### config.mk
export PLATFORM = sky130hd
export DESIGN_NAME = pcm_rx_deser
export DESIGN_NICKNAME = d
export VERILOG_FILES = /design/src/rtl/pcm_rx_pkg.sv /design/src/rtl/pcm_rx_sync.sv /design/src/rtl/pcm_rx_edge.sv /design/src/rtl/pcm_rx_shifter.sv /design/src/rtl/pcm_rx_frame_ctrl.sv /design/src/rtl/pcm_rx_deser.sv
export SDC_FILE = /design/constraint.sdc
export NUM_CORES = 1
export LEC_CHECK = 0
export ABC_AREA = 1
export BUFFER_PORTS_ARGS = -buffer_cell sky130_fd_sc_hd__clkbuf_2
export CAP_MARGIN = 20
export CORE_MARGIN = 5
export CORE_UTILIZATION = 45
export DETAILED_ROUTE_END_ITERATION = 6
export PLACE_DENSITY = 0.72
export RECOVER_POWER = 50
export REMOVE_ABC_BUFFERS = 1
export SYNTH_ARGS = -nofsm -noshare
export SYNTH_HDL_FRONTEND = slang
export SYNTH_SLANG_ARGS = --single-unit
### constraint.sdc
create_clock -name clk -period 2.4 [get_ports clk]
set_clock_uncertainty 0.05 [all_clocks]
set_input_delay 0.36 -clock clk [delete_from_list [all_inputs] [get_ports clk]]
set_output_delay 0.36 -clock clk [all_outputs]
set_load 0.01 [all_outputs]
### src/rtl/pcm_rx_pkg.sv
package pcm_rx_pkg;

   typedef enum logic {
      FRM_SHORT = 1'b0,
      FRM_LONG  = 1'b1
   } frame_kind_t;

   // saturating 2-bit count of falling edges with the sync high
   function automatic logic [1:0] width_step(input logic [1:0] w);
      return (w == 2'd3) ? 2'd3 : w + 2'd1;
   endfunction

endpackage

### src/rtl/pcm_rx_sync.sv
module pcm_rx_sync #(
   parameter int WIDTH  = 3,
   parameter int STAGES = 2
) (
   input  logic             clk,
   input  logic             rst_n,
   input  logic [WIDTH-1:0] d_i,
   output logic [WIDTH-1:0] q_o
);

   if (WIDTH < 1) begin : g_bad_width
      $error("pcm_rx_sync: WIDTH must be at least 1");
   end
   if (STAGES < 0) begin : g_bad_stages
      $error("pcm_rx_sync: STAGES must not be negative");
   end

   if (STAGES == 0) begin : g_bypass
      assign q_o = d_i;
   end else begin : g_chain
      logic [WIDTH-1:0] stg [STAGES];

      always_ff @(posedge clk or negedge rst_n) begin
         if (!rst_n) begin
            for (int i = 0; i < STAGES; i++) stg[i] <= '0;
         end else begin
            stg[0] <= d_i;
            for (int i = 1; i < STAGES; i++) stg[i] <= stg[i-1];
         end
      end

      assign q_o = stg[STAGES-1];
   end

endmodule

### src/rtl/pcm_rx_edge.sv
module pcm_rx_edge #(
   parameter bit CAPTURE_FALL = 1'b1
) (
   input  logic clk,
   input  logic rst_n,
   input  logic lvl_i,
   output logic edge_o
);

   logic lvl_d;

   always_ff @(posedge clk or negedge rst_n) begin
      if (!rst_n) lvl_d <= CAPTURE_FALL ? 1'b0 : 1'b1;
      else        lvl_d <= lvl_i;
   end

   if (CAPTURE_FALL) begin : g_fall
      assign edge_o = lvl_d & ~lvl_i;
   end else begin : g_rise
      assign edge_o = ~lvl_d & lvl_i;
   end

   // a capture edge needs the level to change, so never two in a row
   assert_edge_spacing_R7: assert property (@(posedge clk) disable iff (!rst_n)
      edge_o |=> !edge_o);

endmodule

### src/rtl/pcm_rx_shifter.sv
module pcm_rx_shifter #(
   parameter int WORD_W = 8
) (
   input  logic              clk,
   input  logic              rst_n,
   input  logic              shift_i,
   input  logic              bit_i,
   output logic [WORD_W-1:0] nxt_o
);

   logic [WORD_W-1:0] sh_q;

   assign nxt_o = {sh_q[WORD_W-2:0], bit_i};

   always_ff @(posedge clk or negedge rst_n) begin
      if (!rst_n)       sh_q <= '0;
      else if (shift_i) sh_q <= nxt_o;
   end

   assert_shift_hold_R9: assert property (@(posedge clk) disable iff (!rst_n)
      !shift_i |=> $stable(sh_q));

endmodule

### src/rtl/pcm_rx_frame_ctrl.sv
module pcm_rx_frame_ctrl
   import pcm_rx_pkg::*;
#(
   parameter int WORD_W = 8
) (
   input  logic clk,
   input  logic rst_n,
   input  logic fall_i,
   input  logic fs_i,
   output logic done_o,
   output logic robbed_o
);

   localparam int CNT_W = $clog2(WORD_W + 2);
   localparam logic [CNT_W-1:0] LAST_LONG  = CNT_W'(WORD_W);
   localparam logic [CNT_W-1:0] LAST_SHORT = CNT_W'(WORD_W + 1);
   localparam logic [CNT_W-1:0] KIND_EDGE  = CNT_W'(2);

   if (WORD_W < 4) begin : g_bad_word
      $error("pcm_rx_frame_ctrl: WORD_W must be at least 4");
   end

   logic              prev_fs;
   logic              active;
   logic [CNT_W-1:0]  cnt;
   frame_kind_t       kind;
   logic [1:0]        width;
   logic              fs_run;

   logic              start;
   logic [CNT_W-1:0]  edge_no;
   logic [CNT_W-1:0]  last_edge;

   assign start     = fall_i & fs_i & ~prev_fs;
   assign edge_no   = cnt + CNT_W'(1);
   assign last_edge = (kind == FRM_LONG) ? LAST_LONG : LAST_SHORT;
   assign done_o    = fall_i & active & (edge_no == last_edge);
   assign robbed_o  = (width == 2'd2);

   always_ff @(posedge clk or negedge rst_n) begin
      if (!rst_n) begin
         prev_fs <= 1'b0;
         active  <= 1'b0;
         cnt     <= '0;
         kind    <= FRM_SHORT;
         width   <= 2'd0;
         fs_run  <= 1'b0;
      end else if (fall_i) begin
         prev_fs <= fs_i;
         if (start) begin
            active <= 1'b1;
            cnt    <= CNT_W'(1);
            kind   <= FRM_SHORT;
            width  <= 2'd1;
            fs_run <= 1'b1;
         end else if (active) begin
            cnt <= edge_no;
            if (done_o) active <= 1'b0;
            if (edge_no == KIND_EDGE) kind <= fs_i ? FRM_LONG : FRM_SHORT;
            if (fs_run) begin
               if (fs_i) width  <= width_step(width);
               else      fs_run <= 1'b0;
            end
         end
      end
   end

   assert_cnt_bound_R2: assert property (@(posedge clk) disable iff (!rst_n)
      active |-> (cnt <= LAST_SHORT));

   assert_cnt_quiet_R7: assert property (@(posedge clk) disable iff (!rst_n)
      !fall_i |=> $stable(cnt));

   assert_robbed_is_long_R5: assert property (@(posedge clk) disable iff (!rst_n)
      (done_o && robbed_o) |-> (kind == FRM_LONG));

   assert_short_len_R2: assert property (@(posedge clk) disable iff (!rst_n)
      (done_o && kind == FRM_SHORT) |-> (width == 2'd1));

endmodule

### src/rtl/pcm_rx_deser.sv
module pcm_rx_deser #(
   parameter int WORD_W      = 8,
   parameter int SYNC_STAGES = 2
) (
   input  logic              clk,
   input  logic              rst_n,
   input  logic              rx_bclk,
   input  logic              rx_fsync,
   input  logic              rx_sdata,
   output logic [WORD_W-1:0] word_o,
   output logic              word_valid_o,
   output logic              lsb_robbed_o
);

   localparam int IN_W = 3;

   if (WORD_W < 4 || WORD_W > 16) begin : g_bad_word
      $error("pcm_rx_deser: WORD_W must lie in 4..16");
   end

   logic [IN_W-1:0]   pins_s;
   logic              bclk_s, fs_s, sd_s;
   logic              fall_e;
   logic              done;
   logic              rob;
   logic [WORD_W-1:0] nxt;

   pcm_rx_sync #(.WIDTH(IN_W), .STAGES(SYNC_STAGES)) u_sync (
      .clk   (clk),
      .rst_n (rst_n),
      .d_i   ({rx_bclk, rx_fsync, rx_sdata}),
      .q_o   (pins_s)
   );

   assign {bclk_s, fs_s, sd_s} = pins_s;

   pcm_rx_edge #(.CAPTURE_FALL(1'b1)) u_edge (
      .clk    (clk),
      .rst_n  (rst_n),
      .lvl_i  (bclk_s),
      .edge_o (fall_e)
   );

   pcm_rx_shifter #(.WORD_W(WORD_W)) u_shift (
      .clk     (clk),
      .rst_n   (rst_n),
      .shift_i (fall_e),
      .bit_i   (sd_s),
      .nxt_o   (nxt)
   );

   pcm_rx_frame_ctrl #(.WORD_W(WORD_W)) u_ctrl (
      .clk      (clk),
      .rst_n    (rst_n),
      .fall_i   (fall_e),
      .fs_i     (fs_s),
      .done_o   (done),
      .robbed_o (rob)
   );

   always_ff @(posedge clk or negedge rst_n) begin
      if (!rst_n) begin
         word_o       <= '0;
         word_valid_o <= 1'b0;
         lsb_robbed_o <= 1'b0;
      end else begin
         word_valid_o <= done;
         if (done) begin
            word_o       <= {nxt[WORD_W-1:1], nxt[0] & ~rob};
            lsb_robbed_o <= rob;
         end
      end
   end

   assert_valid_pulse_R7: assert property (@(posedge clk) disable iff (!rst_n)
      word_valid_o |=> !word_valid_o);

   assert_valid_after_fall_R7: assert property (@(posedge clk) disable iff (!rst_n)
      word_valid_o |-> $past(fall_e));

   assert_robbed_lsb_R5: assert property (@(posedge clk) disable iff (!rst_n)
      lsb_robbed_o |-> !word_o[0]);

   assert_word_hold_R9: assert property (@(posedge clk) disable iff (!rst_n)
      (word_o != $past(word_o)) |-> word_valid_o);

endmodule

==> results of run 1 <==
metal layers:
layer	up-vias	global-route usage (%)	routed length [um]
met3	5	4.05	92
li1	525	-	-
met1	485	15.9	1130
met4	0	8.38	59
met2	19	19.5	1110
met5	-	0	0
logic make-up (layout without fill, tap and decap cells):
| group | after synthesis | in the layout | share of synthesized area [%] |
|---|---|---|---|
| AOI/OAI and AO/OA | 12 | 12 | 4.61 |
| xor gates and xnor gates | 1 | 1 | 0.609 |
| adders and majority gates | 2 | 2 | 1.74 |
| buffers and inverters | 20 | 38 | 6.44 |
| DFF | 34 | 34 | 59.2 |
| and+or+nand+nor | 83 | 83 | 27.4 |
sequential cells by signal (all words and copies together) (netlist names), 2 cells and up:
| register | cells |
|---|---|
| u_ctrl.cnt | 4 |
| u_ctrl.width | 2 |
| u_shift.sh_q | 7 |
| u_sync.g_chain.stg | 3 |
| u_sync.q_o | 3 |
| word_o | 8 |
how the worst max path moves through the flow:
stage,end,slack [ns],depth (start not counted)
after floorplan,u_ctrl.active$_DFFE_PN0N_,0.82,8
after detailed placement,word_o[4]$_DFFE_PN0P_,0.63,9
final,word_o[4]$_DFFE_PN0P_,0.62,9
after global placement,word_o[4]$_DFFE_PN0P_,0.72,8
after global routing,word_o[4]$_DFFE_PN0P_,0.43,9
after CTS,word_o[4]$_DFFE_PN0P_,0.60,9
metrics by stage:
step	area [sq um]	setup slack (ns)	util (%)	total power, mW	hold WS (ns)
floorplan	1410	0.815	-	1.02	0.0144
global placement	1530	0.716	50.1	1.11	0.282
detailed placement	1530	0.632	50.1	1.13	0.286
CTS	1640	0.597	53.8	1.68	0.0558
global route	1640	0.432	53.7	1.77	0.0453
finish	1640	0.615	53.7	1.65	0.0783
placed cells by master (no fill, tap or decap):
master,Yosys,final
clkbuf_2,0,13
nand2_1,52,52
nor2_4,3,3
nand2_2,2,2
a21oi_2,1,1
or2_2,1,1
a21oi_1,1,1
inv_1,15,15
a21o_1,1,1
clkbuf_4,0,5
xor2_1,1,1
nand4_1,11,11
ha_1,2,2
dfrtp_1,34,34
clkbuf_1,0,1
bufinv_16,0,2
nand2_4,1,1
clkbuf_8,0,1
inv_2,1,1
o21ai_0,9,9
nand3_1,9,9
nor2_1,3,3
nand3_2,1,1
critical path, cell delays in order, from the launching register on:
cell     delay, ns
dfrtp_1       0.47
ha_1          0.27
inv_1         0.08
nand2_1       0.06
nand2_1       0.07
nand2_2       0.07
nor2_4        0.18
nand3_2       0.24
nand2_1       0.14
nand2_1       0.05
cell type report:
cell class,instances,area [sq um],area share [%]
Sequential cell,34,851,51.9
Multi-Input combinational cell,98,494,30.1
Timing Repair Buffer,14,68.8,4.20
Clock inverter,2,60.1,3.66
Inverter,16,60.1,3.66
Tap cell,44,55.1,3.36
Clock buffer,6,51.3,3.13
report_power, final:
part	total (mW)	switching [mW]	internal, mW
registers	0.775	0.0956	0.679
logic	0.337	0.218	0.119
clock network	0.542	0.189	0.353
==> impl_results.md, run 1 <==
* Outcome: finished, violations left
* Failing checks: capacitance limit, slew limit
* Port buffer count at 14
* DRT iter0 DRCs at 48
* Antenna cells at 0
* P&R area growth vs syn at 14.1%
* Max cap viols at 1
* Synth Cell Area at 1440 sq um
* Clk slew on worst S/H paths at about 0.10 ns
* Vias in the first global route at 980
* Post-CTS Resized at 0
* Placed insts at 206
* Post-synth ARST share at 100%
* Share of cells above drive strength 1 at 18.2%
* Die area at 4420 sq um
* Period utilization at 74.4%
* Most frequent cell after synthesis: nand2_1
* Hold endpoint: u_sync.g_chain.stg[3]$_DFF_PN0_
* WL final at 2.40 mm
* Initial antenna violation count at 0
* First drt pass iteration count at 4
* Final setup fails at 0
* Hold Violations, Final at 0
* Core Region at 3050 sq um
* Post-route setup TNS at 0 ns
* H-tree levels at 2
* Max-slew violation count at 35
* RSZ-0062 raised after global routing: no
* Clock Latency Late Sink at around 0.33 ns
* Main synth FF type: dfrtp_1
* Data arrival, critical path at between 1.5 and 2 ns
* Die height at around 67 um
* Fmax at 560 MHz
* Cell taking the most area after synthesis: dfrtp_1
* Crit Path Max Fanout at 11
* Seq cells post-synth at 34
* Largest net degree at the start of global routing at 35
* GRT Util Overall at about an eighth
* First-pass GRT wire length at 4.20 mm
* Post-DP HPWL at around 1.8 mm
* Final GP Congestion at 0.801
* PD cells at ~1000 nW/um^2
* Hold_buf cts at 0
* Actual transition at the worst max-transition pin at 1.72 ns
* CTS tree: yes
* Worst hold stages at 1
* Maximum VDD drop at ~0.45 mV
* Critical Path Source: u_ctrl.cnt[0]$_DFFE_PN0P_
* Fillers at 309
* Core Rows at 20
* Fin crit period at 1.78 ns
* CTS Buf Count at 5
* Final net count at 176
* Register area share after synthesis at 59.2%
* Total gr overflow at 0
* CP endpoint kind: flip-flop
* Ranking of synthesized cells by area: dfrtp_1, nand2_1, nand4_1
* Gate count of the mapped netlist at 152
* ANT nets after route at 0
* Max-Slew Margin vs Limit at -14.8%
* R2R setup slack at around 0.6 ns
* Clock Path Buffers at 2
* Distinct cells, synth at 20
* Hold WC Path Type: input port to flip-flop
* Ys Warns at 0
* Die W at 66.5 um
* Postcts setup bufs at 0
* Path depth of the worst reg2reg path at 9
* R2R Path Start: u_ctrl.cnt[0]$_DFFE_PN0P_
* # DRC at 0
* Data required time of the worst path at between 2 and 3 ns
* CP Launch Type: flip-flop
* Post-synth top cells: nand2_1, dfrtp_1, inv_1, nand4_1
* Critical R2R Capture: word_o[4]$_DFFE_PN0P_
* Fin cells at 214
* Top cell type's share of synthesized area at 59.2%
* Syn_area_per_cell at 9.46 sq um
* Starting density of the core at 47.1%
* Number of synthesized flops with an enable pin at 0
* Clock Sink Count at 34
* Num ports at 15
* LEAKAGE at 0.878 nW
* HP Start: rx_sdata
* Routed via count at 1034
* Drt wl/cell at 11.2 um
* Vias per cell at 4.83
* Clock root cell: clkbuf_4
* Crit Path Category: flip-flop to flip-flop
Power figures use the tool's default switching activity.
==> inputs of run 2 (changes only) <==
==> constraint.sdc (replaced) <==
create_clock -name clk -period 1.8 [get_ports clk]
set_clock_uncertainty 0.05 [all_clocks]
set_input_delay 0.27 -clock clk [delete_from_list [all_inputs] [get_ports clk]]
set_output_delay 0.27 -clock clk [all_outputs]
set_load 0.01 [all_outputs]
==> run 2 against run 1 <==
Net effect:
- the flow now finishes without violations
- first-iteration DRC count fell by 21%
- count of clock-buffer cells in the layout did not move
- sequential cell count did not move
- combinational power rose by 48%
- worst setup slack got worse by 0.43 ns
- critical endpoint is now word_o[1]$_DFFE_PN0P_
- largest power group unchanged
==> impl_results.md, run 2 (synthesis results as in run 1) <==
* First drt pass iteration count at 4
* Buf/Inv on CP at 2
* Fin Hold WS at 0.303 ns
* Data required time of the worst path at 2.03 ns
* Met1 Usage GRT at 17.7%
* GRT Util Overall at between 10% and 20%
* Commonest non-fill, non-tap cell in the layout: nand2_1
* Logic pwr share at roughly 26%
* Fillers at 305
* Max cap viols at 0
* Routed via count at 1082
* Clock power share at 21.0%
* P_sw at 676 uW
* Largest reg by FF count: word_o
* Maximum VDD drop at around 0.47 mV
* Max-slew violation count at 0
* Vias per cell at just under 5
* Share of cells above drive strength 1 at 17.6%
* Clock root cell: clkbuf_4
* Final worst slack at 0.187 ns
* Max-Slew Margin vs Limit at 37.7%
* Tot Pwr at 1.94 mW
* Clock Latency Late Sink at roughly 0.33 ns
* Outcome: complete, no violations
* Port buffer count at 14
* Internal power at approximately 1.3 mW
* Clock Sink Count at 34
* PD cells at 1170 nW/um^2
* Hold Violations, Final at 0
* Antenna cells at 0
* RSZ-0062 raised after global routing: no
* Final GP Congestion at 0.743
* CTS tree: yes
* Fmax at 620 MHz
* # DRC at 0
* Final net count at 184
* WL final at 2.57 mm
* Total gr overflow at 0
* Pre-CTS setup slack at 0.149 ns
* Crit-path cells: ha_1 -> inv_1 -> nand2_1 -> nand2_1 -> nand2_2 -> nor2_4 -> buf_4 -> nand4_1 -> nand2_1
* Final setup fails at 0
* CP endpoint kind: flip-flop
* Gr busiest metal: met2
* Clock Path Buffers at 2
* Die area at 4420 sq um
* Most frequent cells in the layout: nand2_1, dfrtp_1, inv_1, clkbuf_2, nand4_1
* Initial antenna violation count at 0
* Vias in the first global route at 1109
* DRT iter0 DRCs at 38
* Period utilization at 89.6%
* CP peak stage delay at between 0.4 and 0.5 ns
* Clk slew on worst S/H paths at roughly 0.090 ns
* Fin crit period at 1.61 ns
* Max reg flops at 8
* Slowest-stage cell, CP: dfrtp_1
* LEAKAGE at 0.888 nW
* Met2 usage at 25.0%
* Switching share of power at 34.8%
* Hold WC Path Type: flip-flop to flip-flop
* CP Launch Type: flip-flop
* First-pass GRT wire length at 5.01 mm
* Core Rows at 20
* Actual transition at the worst max-transition pin at 0.935 ns
* Core Region at roughly 3000 sq um
* CP delay by family, top: simple AND/OR/NAND/NOR gates
* Data arrival, critical path at 1.84 ns
* CP dominant cell by count: nand2_1
* Drt wl/cell at 11.7 um
* Die W at 66.5 um
* CTS Buf Count at 5
* Crit Path Category: flip-flop to flip-flop
* H-tree levels at 2
* ANT nets after route at 0
* Post-DP HPWL at ~1.9 mm
* Largest net degree at the start of global routing at 19
* Largest regs: word_o: 8 flops, u_shift.sh_q: 7 flops, u_ctrl.cnt: 4 flops
* Num ports at 15
* Die height at about 67 um
* Starting density of the core at 47.1%
* Met3 usage at 5.56%
* Sequential share of power at about 53%
* Post-route setup TNS at 0 ns
* P&R area growth vs syn at 15.7%
* Crit Path Max Fanout at 9
[run 2: what timing repair did]
item                                    CTS  global route
hold endpoints to repair                 19             0
setup buffers                             0             0
hold buffers                              4             0
endpoints found under the setup margin    0             7
resized for setup                         0             1
[run 2: final timing paths]
check | to | slack, ns | depth (start not counted) | start
min in group asynchronous | u_ctrl.prev_fs$_DFFE_PN0N_ | 0.53 | 2 | rst_n
max | word_o[1]$_DFFE_PN0P_ | 0.19 | 9 | u_ctrl.cnt[0]$_DFFE_PN0P_
min | u_sync.q_o[0]$_DFF_PN0_ | 0.30 | 0 | u_sync.g_chain.stg[3]$_DFF_PN0_
min reg2reg | u_sync.q_o[0]$_DFF_PN0_ | 0.30 | 0 | u_sync.g_chain.stg[3]$_DFF_PN0_
max in group asynchronous | u_shift.sh_q[1]$_DFFE_PN0N_ | 0.57 | 3 | rst_n
max reg2reg | word_o[1]$_DFFE_PN0P_ | 0.19 | 9 | u_ctrl.cnt[0]$_DFFE_PN0P_
[run 2: layout make-up]
type / instances / area, sq um / area share (%)
multi-input combinational: 98 / 494 / 29.7
inverter: 16 / 60.1 / 3.61
sequential: 34 / 851 / 51.2
timing repair buffer: 22 / 151 / 9.10
tap: 44 / 55.1 / 3.31
clock buffer: 6 / 51.3 / 3.09
[run 2: through the flow]
step	utilization (%)	cells	cell area (sq um)
after floorplan	-	148	1410
after global placement	51.5	210	1570
after detailed placement	51.5	210	1570
after CTS	54.5	220	1660
after global routing	54.5	220	1660
final	54.5	220	1660
[run 2: per-layer routing]
metal | up-vias | wire length [um] | part of all wire (%)
met1 | 514 | 1120 | 43
met5 | - | 0 | 0
met3 | 7 | 144 | 5.6
li1 | 535 | - | -
met4 | 0 | 54 | 2.1
met2 | 26 | 1260 | 49
[run 2: power groups by stage]
| stage | combinational (mW) | clock [mW] | sequential (mW) |
|---|---|---|---|
| 6_report | 0.500 | 0.409 | 1.04 |
| 5_1_grt | 0.585 | 0.467 | 1.06 |
| 4_1_cts | 0.501 | 0.426 | 1.03 |
| 3_5_place_dp | 0.491 | 0 | 1.05 |
| 3_3_place_gp | 0.467 | 0 | 1.04 |
| 2_1_floorplan | 0.324 | 0 | 1.04 |
==> inputs of run 3 (changes only) <==
--- a/config.mk
+++ b/config.mk
@@ -8,10 +8,10 @@
 export ABC_AREA = 1
 export BUFFER_PORTS_ARGS = -buffer_cell sky130_fd_sc_hd__clkbuf_2
 export CAP_MARGIN = 20
-export CORE_MARGIN = 5
-export CORE_UTILIZATION = 45
+export CORE_MARGIN = 3
+export CORE_UTILIZATION = 55
 export DETAILED_ROUTE_END_ITERATION = 6
-export PLACE_DENSITY = 0.72
+export PLACE_DENSITY = 0.83
 export RECOVER_POWER = 50
 export REMOVE_ABC_BUFFERS = 1
 export SYNTH_ARGS = -nofsm -noshare
==> run 3 against run 2 <==
Net effect:
- final area down 2.4%
- sequential share of layout area up 1.3 points
- largest power group unchanged
- routed wire length down 1.1%
- register-to-register slack worse by 0.04 ns
- sequential cell count unchanged
- power down 2.2%
- largest cell class unchanged
- critical endpoint is now word_o[3]$_DFFE_PN0P_
- die area down 26%
- critical path type unchanged
==> impl_results.md, run 3 (synthesis results as in run 1) <==
* Data arrival, critical path at 1.83 ns
* Die area at 3260 sq um
* Fin cells at approximately 210
* Period utilization at 91.9%
* ANT nets after route at 0
* CP peak stage delay at 0.46 ns
* Path depth of the worst reg2reg path at 9
* Largest net degree at the start of global routing at 35
* CTS Buf Count at 5
* Final GP Congestion at 0.762
* Max-Slew Margin vs Limit at 46.8%
* Fin Hold WS at 0.301 ns
* Logic pwr share at 25.7%
* P&R area growth vs syn at 12.9%
* Post-DP HPWL at 1.81 mm
* WL final at 2.55 mm
* CP dominant cell by count: nand2_1
* Clock Sink Count at 34
* Core Rows at 17
* Initial antenna violation count at 0
* PD cells at 1170 nW/um^2
* Crit Path Max Fanout at 11
* Switching share of power at 35.0%
* Crit-path cells: ha_1 -> inv_1 -> nand2_1 -> nand2_1 -> nand2_2 -> nor2_4 -> nand3_2 -> nand2_1 -> nand2_1
* H-tree levels at 2
* Antenna cells at 0
* Clk slew on worst S/H paths at 0.10 ns
* Starting density of the core at around three fifths
* Vias per cell at 5.15
* # DRC at 0
* Die W at 57.1 um
* Clock Latency Late Sink at 0.33 ns
* Placed insts at between 150 and 200
* CP delay by family, top: simple AND/OR/NAND/NOR gates
* Largest reg by FF count: word_o
* Core Region at 2340 sq um
* Max cap viols at 0
* Slowest-stage cell, CP: dfrtp_1
* DRT iter0 DRCs at 39
* CP Launch Type: flip-flop
* Routed via count at 1055
* GRT Util Overall at 18.8%
* Crit Path Category: flip-flop to flip-flop
* Buf/Inv on CP at 1
* Outcome: complete, no violations
* CTS tree: yes
* Final setup fails at 0
* Share of cells above drive strength 1 at 18.6%
* Cell count along the critical path at 9
* Postcts setup bufs at 0
* First-pass GRT wire length at 4.63 mm
* Final net count at 184
* P_sw at 666 uW
* Internal power at 1.24 mW
* Port buffer count at 14
* Max-slew violation count at 0
* Post-route setup TNS at 0 ns
* Total gr overflow at 0
* Drt wl/cell at 12.4 um
* Cell Area, Placed at 1540 sq um
* First drt pass iteration count at 4
* Hold WC Path Type: flip-flop to flip-flop
* Largest regs: word_o: 8 flops, u_shift.sh_q: 7 flops, u_ctrl.cnt: 4 flops
* Worst hold stages at 0
* Fmax at 605 MHz
* LEAKAGE at approximately 0.88 nW
* Commonest non-fill, non-tap cell in the layout: nand2_1
* CP endpoint kind: flip-flop
* RSZ-0062 raised after global routing: no
* Sequential share of power at 54.3%
* Clock power share at 20.0%
* Clock root cell: clkbuf_4
* Actual transition at the worst max-transition pin at around 0.80 ns
* Fin area at ~1600 sq um
* Data required time of the worst path at 1.97 ns
* Maximum VDD drop at ~0.72 mV
* Num ports at 15
* Clock Path Buffers at 2
* Most frequent cells in the layout: nand2_1, dfrtp_1, inv_1, clkbuf_2, nand4_1
* Vias in the first global route at 1070
* Hold Violations, Final at 0
* Max reg flops at 8
* Die height at 57.1 um
* Fin crit period at between 1.5 and 2 ns
## run 3: timing repair
action / in CTS / in global routing
endpoints found under the hold margin: 37 / 0
resized for setup: 0 / 0
hold buffers: 4 / 0
## run 3: final timing paths
path | from | to | slack [ns]
worst max-delay path | u_ctrl.cnt[0]$_DFFE_PN0P_ | word_o[3]$_DFFE_PN0P_ | 0.15
worst min-delay path | u_sync.g_chain.stg[3]$_DFF_PN0_ | u_sync.q_o[0]$_DFF_PN0_ | 0.30
worst max register to register | u_ctrl.cnt[0]$_DFFE_PN0P_ | word_o[3]$_DFFE_PN0P_ | 0.15
worst min register to register | u_sync.g_chain.stg[3]$_DFF_PN0_ | u_sync.q_o[0]$_DFF_PN0_ | 0.30
max in group asynchronous | rst_n | u_shift.sh_q[3]$_DFFE_PN0N_ | 0.61
min in group asynchronous | rst_n | word_o[4]$_DFFE_PN0P_ | 0.58
## run 3: per-layer routing
layer / wire, um / track usage (%)
met3: 152 / 7.01
met5: 0 / 0
met2: 1210 / 30.5
met1: 1130 / 22.8
met4: 48 / 7.28
## run 3: layout make-up
cell class,instances,area [sq um]
Timing Repair Buffer,22,138
Clock buffer,7,45.0
Sequential cell,34,851
Tap cell,28,35.0
Multi-Input combinational cell,98,494
Fill cell,173,717
Inverter,16,60.1
## run 3: through the flow
step | power, mW | utilization (%) | setup WS (ns)
after global routing | 2.05 | 69.4 | 0.0573
after detailed placement | 1.53 | 65.8 | 0.188
after global placement | 1.50 | 65.8 | 0.253
after floorplan | 1.36 | - | 0.215
after CTS | 1.91 | 69.5 | 0.168
final | 1.90 | 69.4 | 0.146
## run 3: power groups by stage
stage / logic, mW / registers, mW / clock network [mW]
6_report: 0.488 / 1.03 / 0.381
5_1_grt: 0.568 / 1.06 / 0.423
2_1_floorplan: 0.324 / 1.04 / 0
3_5_place_dp: 0.483 / 1.05 / 0
4_1_cts: 0.491 / 1.03 / 0.390
3_3_place_gp: 0.460 / 1.04 / 0
## run 3: worst register-to-register path, delay by kind of cell (launching register included)
| kind | cells | cell delay [ns] |
|---|---|---|
| adders and majority gates | 1 | 0.26 |
| buffers and inverters | 1 | 0.08 |
| DFF | 1 | 0.46 |
| and+or+nand+nor | 7 | 0.69 |
